<file path="src/rtl/rsv_pkg.sv">
package rsv_pkg;

   typedef enum logic [1:0] {
      AVL_OK   = 2'd0,
      AVL_FULL = 2'd1,
      AVL_HELD = 2'd2
   } avail_e;

   function automatic int pos_depth(input int depth);
      return (depth > 0) ? depth : 1;
   endfunction

   function automatic int cnt_width(input int depth);
      return $clog2(pos_depth(depth) + 1);
   endfunction

endpackage

</file>
<file path="src/rtl/rsv_mode_decode.sv">
module rsv_mode_decode #(
   parameter int BUF_DEPTH = 4
) (
   output logic buffered_o,
   output logic inorder_o,
   output logic hazard_o
);
   localparam bit IS_BUF = (BUF_DEPTH > 0);
   localparam bit IS_ONE = (BUF_DEPTH == 1);
   localparam bit IS_HAZ = (BUF_DEPTH == 0);

   always_comb begin
      buffered_o = IS_BUF;
      inorder_o  = IS_ONE;
      hazard_o   = IS_HAZ;
   end
endmodule

</file>
<file path="src/rtl/rsv_slot_counter.sv">
module rsv_slot_counter
   import rsv_pkg::*;
#(
   parameter int BUF_DEPTH = 4,
   localparam int PW = cnt_width(BUF_DEPTH)
) (
   input  logic          clk,
   input  logic          rst,
   input  logic          take_i,
   input  logic          give_i,
   output logic          empty_o,
   output logic [PW-1:0] peak_o
);
   localparam logic [PW-1:0] FULLV = PW'(pos_depth(BUF_DEPTH));

   generate
      if (BUF_DEPTH > 0) begin : g_buffered
         logic [PW-1:0] free_q, after_take, after_give, used_take, peak_q, peak_d;

         always_comb begin
            after_take = (take_i && free_q != '0) ? free_q - 1'b1 : free_q;
            used_take  = FULLV - after_take;
            after_give = (give_i && after_take != FULLV) ? after_take + 1'b1 : after_take;
            peak_d     = (take_i && used_take > peak_q) ? used_take : peak_q;
         end

         always_ff @(posedge clk) begin
            if (rst) begin
               free_q <= FULLV;
               peak_q <= '0;
            end else begin
               free_q <= after_give;
               peak_q <= peak_d;
            end
         end

         assign empty_o = (free_q == '0);
         assign peak_o  = peak_q;

         p_free_cap_r5: assert property (@(posedge clk) disable iff (rst)
            free_q <= FULLV);
         p_full_stick_r4: assert property (@(posedge clk) disable iff (rst)
            (take_i && !give_i && free_q == '0) |=> (free_q == '0));
         p_take_step_r4: assert property (@(posedge clk) disable iff (rst)
            (take_i && !give_i && free_q != '0) |=> (free_q == PW'($past(free_q) - 1'b1)));
         p_peak_mono_r6: assert property (@(posedge clk) disable iff (rst)
            1'b1 |=> (peak_q >= $past(peak_q)));
      end else begin : g_unbuffered
         assign empty_o = 1'b0;
         assign peak_o  = '0;
      end
   endgenerate
endmodule

</file>
<file path="src/rtl/rsv_hold_flag.sv">
module rsv_hold_flag (
   input  logic clk,
   input  logic rst,
   input  logic set_i,
   input  logic clr_i,
   output logic hold_o,
   output logic err_o
);
   logic hold_q, err_q;

   always_ff @(posedge clk) begin
      if (rst) begin
         hold_q <= 1'b0;
         err_q  <= 1'b0;
      end else begin
         if (set_i)      hold_q <= 1'b1;
         else if (clr_i) hold_q <= 1'b0;
         err_q <= set_i & hold_q;
      end
   end

   assign hold_o = hold_q;
   assign err_o  = err_q;

   p_set_wins_r8: assert property (@(posedge clk) disable iff (rst)
      set_i |=> hold_q);
   p_clear_r8: assert property (@(posedge clk) disable iff (rst)
      (clr_i && !set_i) |=> !hold_q);
   p_err_pulse_r9: assert property (@(posedge clk) disable iff (rst)
      (set_i && hold_q) |=> err_q);
endmodule

</file>
<file path="src/rtl/rsv_tracker.sv">
module rsv_tracker
   import rsv_pkg::*;
#(
   parameter int BUF_DEPTH = 4,
   parameter int MAX_DEPTH = 4096,
   localparam int PW = cnt_width(BUF_DEPTH)
) (
   input  logic          clk,
   input  logic          rst,
   input  logic          slot_take_i,
   input  logic          slot_give_i,
   input  logic          hold_set_i,
   input  logic          hold_clr_i,
   output logic [1:0]    avail_o,
   output logic [PW-1:0] peak_o,
   output logic          hold_o,
   output logic          hold_err_o,
   output logic          mode_buffered_o,
   output logic          mode_inorder_o,
   output logic          mode_hazard_o
);
   generate
      if (BUF_DEPTH < -1 || BUF_DEPTH > MAX_DEPTH) begin : g_bad_depth
         $error("rsv_tracker: BUF_DEPTH out of range");
      end
   endgenerate

   logic   is_buf, is_one, is_haz, empty, held;
   avail_e code;

   rsv_mode_decode #(.BUF_DEPTH(BUF_DEPTH)) u_mode (
      .buffered_o (is_buf),
      .inorder_o  (is_one),
      .hazard_o   (is_haz)
   );

   rsv_slot_counter #(.BUF_DEPTH(BUF_DEPTH)) u_slots (
      .clk     (clk),
      .rst     (rst),
      .take_i  (slot_take_i),
      .give_i  (slot_give_i),
      .empty_o (empty),
      .peak_o  (peak_o)
   );

   rsv_hold_flag u_hold (
      .clk    (clk),
      .rst    (rst),
      .set_i  (hold_set_i),
      .clr_i  (hold_clr_i),
      .hold_o (held),
      .err_o  (hold_err_o)
   );

   always_comb begin
      if (is_haz && held)      code = AVL_HELD;
      else if (is_buf && empty) code = AVL_FULL;
      else                      code = AVL_OK;
   end

   assign avail_o         = code;
   assign hold_o          = held;
   assign mode_buffered_o = is_buf;
   assign mode_inorder_o  = is_one;
   assign mode_hazard_o   = is_haz;

   p_held_only_hazard_r2: assert property (@(posedge clk) disable iff (rst)
      (avail_o == AVL_HELD) |-> mode_hazard_o);
   p_full_only_buffered_r3: assert property (@(posedge clk) disable iff (rst)
      (avail_o == AVL_FULL) |-> mode_buffered_o);
   p_hazard_held_r2: assert property (@(posedge clk) disable iff (rst)
      (mode_hazard_o && hold_o) |-> (avail_o == AVL_HELD));
endmodule

</file>
<file path="config.mk">
export PLATFORM = sky130hd
export DESIGN_NAME = rsv_tracker
export DESIGN_NICKNAME = d
export VERILOG_FILES = /design/src/rtl/rsv_pkg.sv /design/src/rtl/rsv_mode_decode.sv /design/src/rtl/rsv_slot_counter.sv /design/src/rtl/rsv_hold_flag.sv /design/src/rtl/rsv_tracker.sv
export SDC_FILE = /design/constraint.sdc
export NUM_CORES = 1
export LEC_CHECK = 0
export ABC_AREA = 1
export BUFFER_PORTS_ARGS = -buffer_cell sky130_fd_sc_hd__buf_2
export CAP_MARGIN = 20
export CORE_AREA = 10 10 47 49
export DETAILED_ROUTE_END_ITERATION = 8
export DIE_AREA = 0 0 57 59
export GPL_ROUTABILITY_DRIVEN = 0
export PLACE_DENSITY = 0.73
export SYNTH_ARGS = -nofsm -noshare
export SYNTH_HDL_FRONTEND = slang
export SYNTH_HIERARCHICAL = 1
export SYNTH_SLANG_ARGS = --single-unit
</file>
<file path="constraint.sdc">
create_clock -name clk -period 6.25 [get_ports clk]
set_clock_uncertainty 0.05 [all_clocks]
set_input_delay 1.25 -clock clk [delete_from_list [all_inputs] [get_ports clk]]
set_output_delay 1.25 -clock clk [all_outputs]
set_load 0.01 [all_outputs]
</file>
; ---- After elaboration in Yosys (flattened, before gate mapping)
; Index checks and enable logic that the tools add are counted.
[op_classes]
multipliers = 0
n_mux = 5
n_eq_ne = 1
add_sub_neg = 3
reduce_logical = 6
n_bitwise = 1
shift = 0
div_mod_pow = 0
order_cmp = 1
[op_table]
columns = cell, n
row1 = $mux W3, 2
row2 = $add A3 B1 Y3 const B, 1
row3 = $gt A3 B3 Y1, 1
row4 = $logic_and A1 B1 Y1, 3
row5 = $logic_not A3 Y1, 1
row6 = $mux W1, 3
row7 = $ne A3 B3 Y1 const B, 1
row8 = $reduce_bool A3 Y1, 1
row9 = $sub A3 B1 Y3 const B, 1
row10 = $sub A3 B3 Y3 const A, 1
row11 = $reduce_bool A2 Y1, 1
row12 = $and A1 B1 Y1, 1
[word_totals]
memories = 0
wordCells = 21
output_inout_bits = 10
ramBits = 0
latch_bits = 0
ff_bits = 8
rom_bits = 0

; ---- Depth between registers and ports, before layout
[logic_depth]
ltp_word = 6
depth_mapped = 17
ltp_nobuf = 17

; ---- Hierarchy
; Netlist, hierarchy kept.
[modules_own_cells]
columns = module, area_per_inst_um2, seq_area_each_um2, instances, cells_each
row1 = rsv_slot_counter, 490.5, 120.1, 1, 72
row2 = rsv_hold_flag, 67.6, 40.0, 1, 9
row3 = rsv_mode_decode, 30.0, 0.0, 1, 5
row4 = rsv_tracker, 17.5, 0.0, 1, 4

; ---- Worst setup path before layout
; Ideal clock, no wire load.
[synth_path]
kind = in2reg
startpoint = input slot_take_i
endpoint = register u_slots.g_buffered.peak_q[0], in the netlist u_slots/peak_o[0]
setup_ps = 114
setup_slack_ps = 3281
arrival_ps = 2805
path_stages = 13
path_cell_list = nand2_2 > nand2_1 > o21ai_2 > inv_1 > ha_1 > ha_1 > ha_1 > nand2_1 > nand2_1 > nor2_1 > nor2_4 > nor2_1 > nor2_2
[synth_between]
elab_chain_len = 5
[synth_lines]
columns = element, line_no
row1 = "start, declared", rsv_tracker.sv:10  ; input logic slot_take_i,
row2 = $logic_and A1 B1 Y1, rsv_slot_counter.sv:21  ; after_take = (take_i && free_q != '0) ? free_q - 1'b1 : free_q;
row3 = $mux W3, rsv_slot_counter.sv:21
row4 = $sub A3 B3 Y3, rsv_slot_counter.sv:22  ; used_take = FULLV - after_take;
row5 = net u_slots.g_buffered.used_take[2], rsv_slot_counter.sv:18  ; logic [PW-1:0] free_q, after_take, after_give, used_take, peak_q, peak_d;
row6 = $gt A3 B3 Y1, rsv_slot_counter.sv:24  ; peak_d = (take_i && used_take > peak_q) ? used_take : peak_q;
row7 = $logic_and A1 B1 Y1, rsv_slot_counter.sv:24
row8 = "end signal, assigned", rsv_slot_counter.sv:33  ; peak_q <= peak_d;
row9 = "end, declared", rsv_slot_counter.sv:18
; The timed path passes the listed nets, and every way through them passes these cells.
; A chain may end at the register's enable or synchronous reset.

; ---- Worst setup path after layout
; Same ends and word-level chain as after synthesis.

==> results.ini <==
[detailed_routing]
wire_per_inst_um = 10.5
met3WireLength_um = 54
first_pass_iters = 4
wl_mm = 1.24
wl_met1_um = 527
vias = 538
highest_layer = met4
drtIter0Drc = 6
drc = 0
post_drt_via_cell_ratio = 4.56
ant_nets = 0
wl_met2_um = 635

[worst_hold_path]
hold_end = u_hold/err_o
hp-class = flip-flop to flip-flop
hold_start = u_hold/hold_o
min_path_cells = 2

[die]
start_util_pct = 43.2
ios = 16
die_y_um = 59
core_um2 = 1400
die_w_um = 57
dieArea_um2 = 3360
core.rowCount = 14

[place]
pre_cts_slack_ns = 2.99
portBuffers = 11
dpl.hpwl_mm = 1.07
dp.cells = 115

[logic_synthesis]
yosysMostFrequentCell = nand2_1
synthFlopType = dfxtp_1
syn-cell-area_um2 = 606
syn_area_per_cell_um2 = 6.73
synth_top_area_share_pct = 26.4
synth_commonest_cells = 23 x nand2_1, 15 x inv_1, 10 x nor2_1
synthCells = 90
synth_cell_type_count = 18
ys_ff_latch = 8
synth.area.top_cells = dfxtp_1 26%, ha_1 17%, nand2_1 14%, inv_1 9.3%, nor2_1 6.2%
ys_async_sr_fraction_pct = 0
yosysSeqAreaShare_pct = 26.4
ys_warn_count = 6
yosys.area.top_type = dfxtp_1
synth_edf_count = 0

[setup_path]
worst-r2r-cell-count = 15
cp_max_fo = 6
slowest_stage = ha_1
critical_path_required_ns = 6.35
slowest_delay_ns = 0.32
reg2reg_slack_ns = 3.64
critical_path.endpoint_type = flip-flop
crit_start = slot_take_i
crit_path_cell_trace = buf_2 > nand2_2 > nand2_1 > o21ai_2 > inv_1 > ha_1 > ha_1 > ha_1 > nand3_1 > nand2_1 > nor2_4 > nand2_1 > nand2_1 > nor2_2
crit_arrival_ns = 3.10
worstSetupPathType = input pin to flip-flop
critical-path-top-cell-by-count = nand2_1
r2r_end = u_slots/peak_o[0]
timing.rr.start = u_slots/g_buffered.free_q[0]
path_buf_inv = 2
cp_top_family = adder cells
start_kind = input pin

[cts]
cts_buffers = 3
clkLatencyLatePin_ns = 0.25
cts.sinks = 8
clk_pin_slew_ns = 0.06
hold_buffers = 0
clk_path_buf_depth = 2
postCtsSetupRepairBufs = 0
htreeDepth = 1
post_cts_resized = 0
cts_tree = yes
cts_root_buf = clkbuf_4

[sta]
rsz0062_at_grt = false
slew_violations = 0
setup_tns_ns = 0
worst_slack_ns = 3.25
fmax_ghz = 0.333
hold_viol = 0
fin_crit_ns = 3.00
fin_crit_sh_pct = 48.1
setup_violations = 0

[finish]
instances_no_fill = 118
layout-drive-gt1-share_pct = 24.5
antenna_cells = 0
area_delta_synth_final_pct = 13.0
fillers = 152
fin_nets = 118

[grt]
grt_overflow = 0
antenna_found_initial = 0
grt_pass1_vias = 565
grt_usage_pct = 8.10
grt_pass1_wl_mm = 2.18
grt_max_degree = 7

[run]
drv_cap = 0

[power_and_ir_drop]
power.density_nw_per_um2 = 460
total_leakage_power_uw = 0.000418
ir_worst_vdd_uv = 274
total_power_uw = 315

[status]
outcome = completed

## sequential cells by signal, indices dropped and copies added, names as in the netlist
signal / flops
u_hold/hold_o: 1
u_slots/g_buffered.free_q: 3
u_hold/err_o: 1
u_slots/peak_o: 3
## cells by family after synthesis
kind of cell | count (synthesis) | synth area share, %
AO/OA/AOI/OAI | 3 | 3.51
other | 2 | 1.24
AND/OR/NAND/NOR | 48 | 37.4
flip-flops | 8 | 26.4
buffers and inverters | 21 | 14.9
adder cells (fa/ha/maj) | 8 | 16.5
## how the worst max path moves through the flow
stage	cells past startpoint	to	slack [ns]
floorplan	13	u_slots/peak_o[0]	3.28
global placement	14	u_slots/peak_o[0]	3.05
detailed placement	14	u_slots/peak_o[0]	2.99
CTS	14	u_slots/peak_o[0]	3.26
global route	14	u_slots/peak_o[0]	3.09
finish	14	u_slots/peak_o[0]	3.25
## power breakdown
part	switching, uW	internal (uW)	total, uW
Clock	17.6	22.0	39.5
Sequential	8.28	65.1	73.4
Combinational	125	77.1	202
## stage by stage
step | utilization, % | instance area (um^2) | hold WS [ns]
finish | 48.8 | 684 | 0.408
global route | 48.8 | 684 | 0.450
CTS | 48.8 | 684 | 0.410
detailed placement | 47.2 | 662 | 0.409
global placement | 47.2 | 662 | 0.408
floorplan | - | 609 | 0.428
## worst reg2reg max path, delay by kind of cell, from the launching register on
kind | cells | cell delay, ns
simple gates | 8 | 0.75
fa+ha+maj | 4 | 1.07
buf+inv | 2 | 0.16
compound gates | 1 | 0.16
flops | 1 | 0.32
## placed cells by master, fill, tap and decap left out, drive strengths merged
cell type,netlist,final
nand3,6,6
ha,8,8
nand3b,1,1
inv,18,18
nand2,27,27
o21ai,2,2
nand4,1,1
conb,2,3
o21bai,1,1
buf,3,11
dfxtp,8,8
nor2,13,13
clkbuf,0,3
## area by class of cell
class	count	area [um^2]	area share, %
multi-input combinational	62	359	52.5
sequential	8	160	23.4
inverter	18	67.6	9.87
timing repair buffer	11	55.1	8.04
clock buffer	3	22.5	3.29
tap	16	20.0	2.93
## metal layers
metal | vias up | global-route usage (%)
li1 | 290 | -
met1 | 233 | 7.76
met2 | 13 | 14.0
met3 | 2 | 3.00
met4 | 0 | 6.04
met5 | - | 0
(Power assumes the default switching activity.)
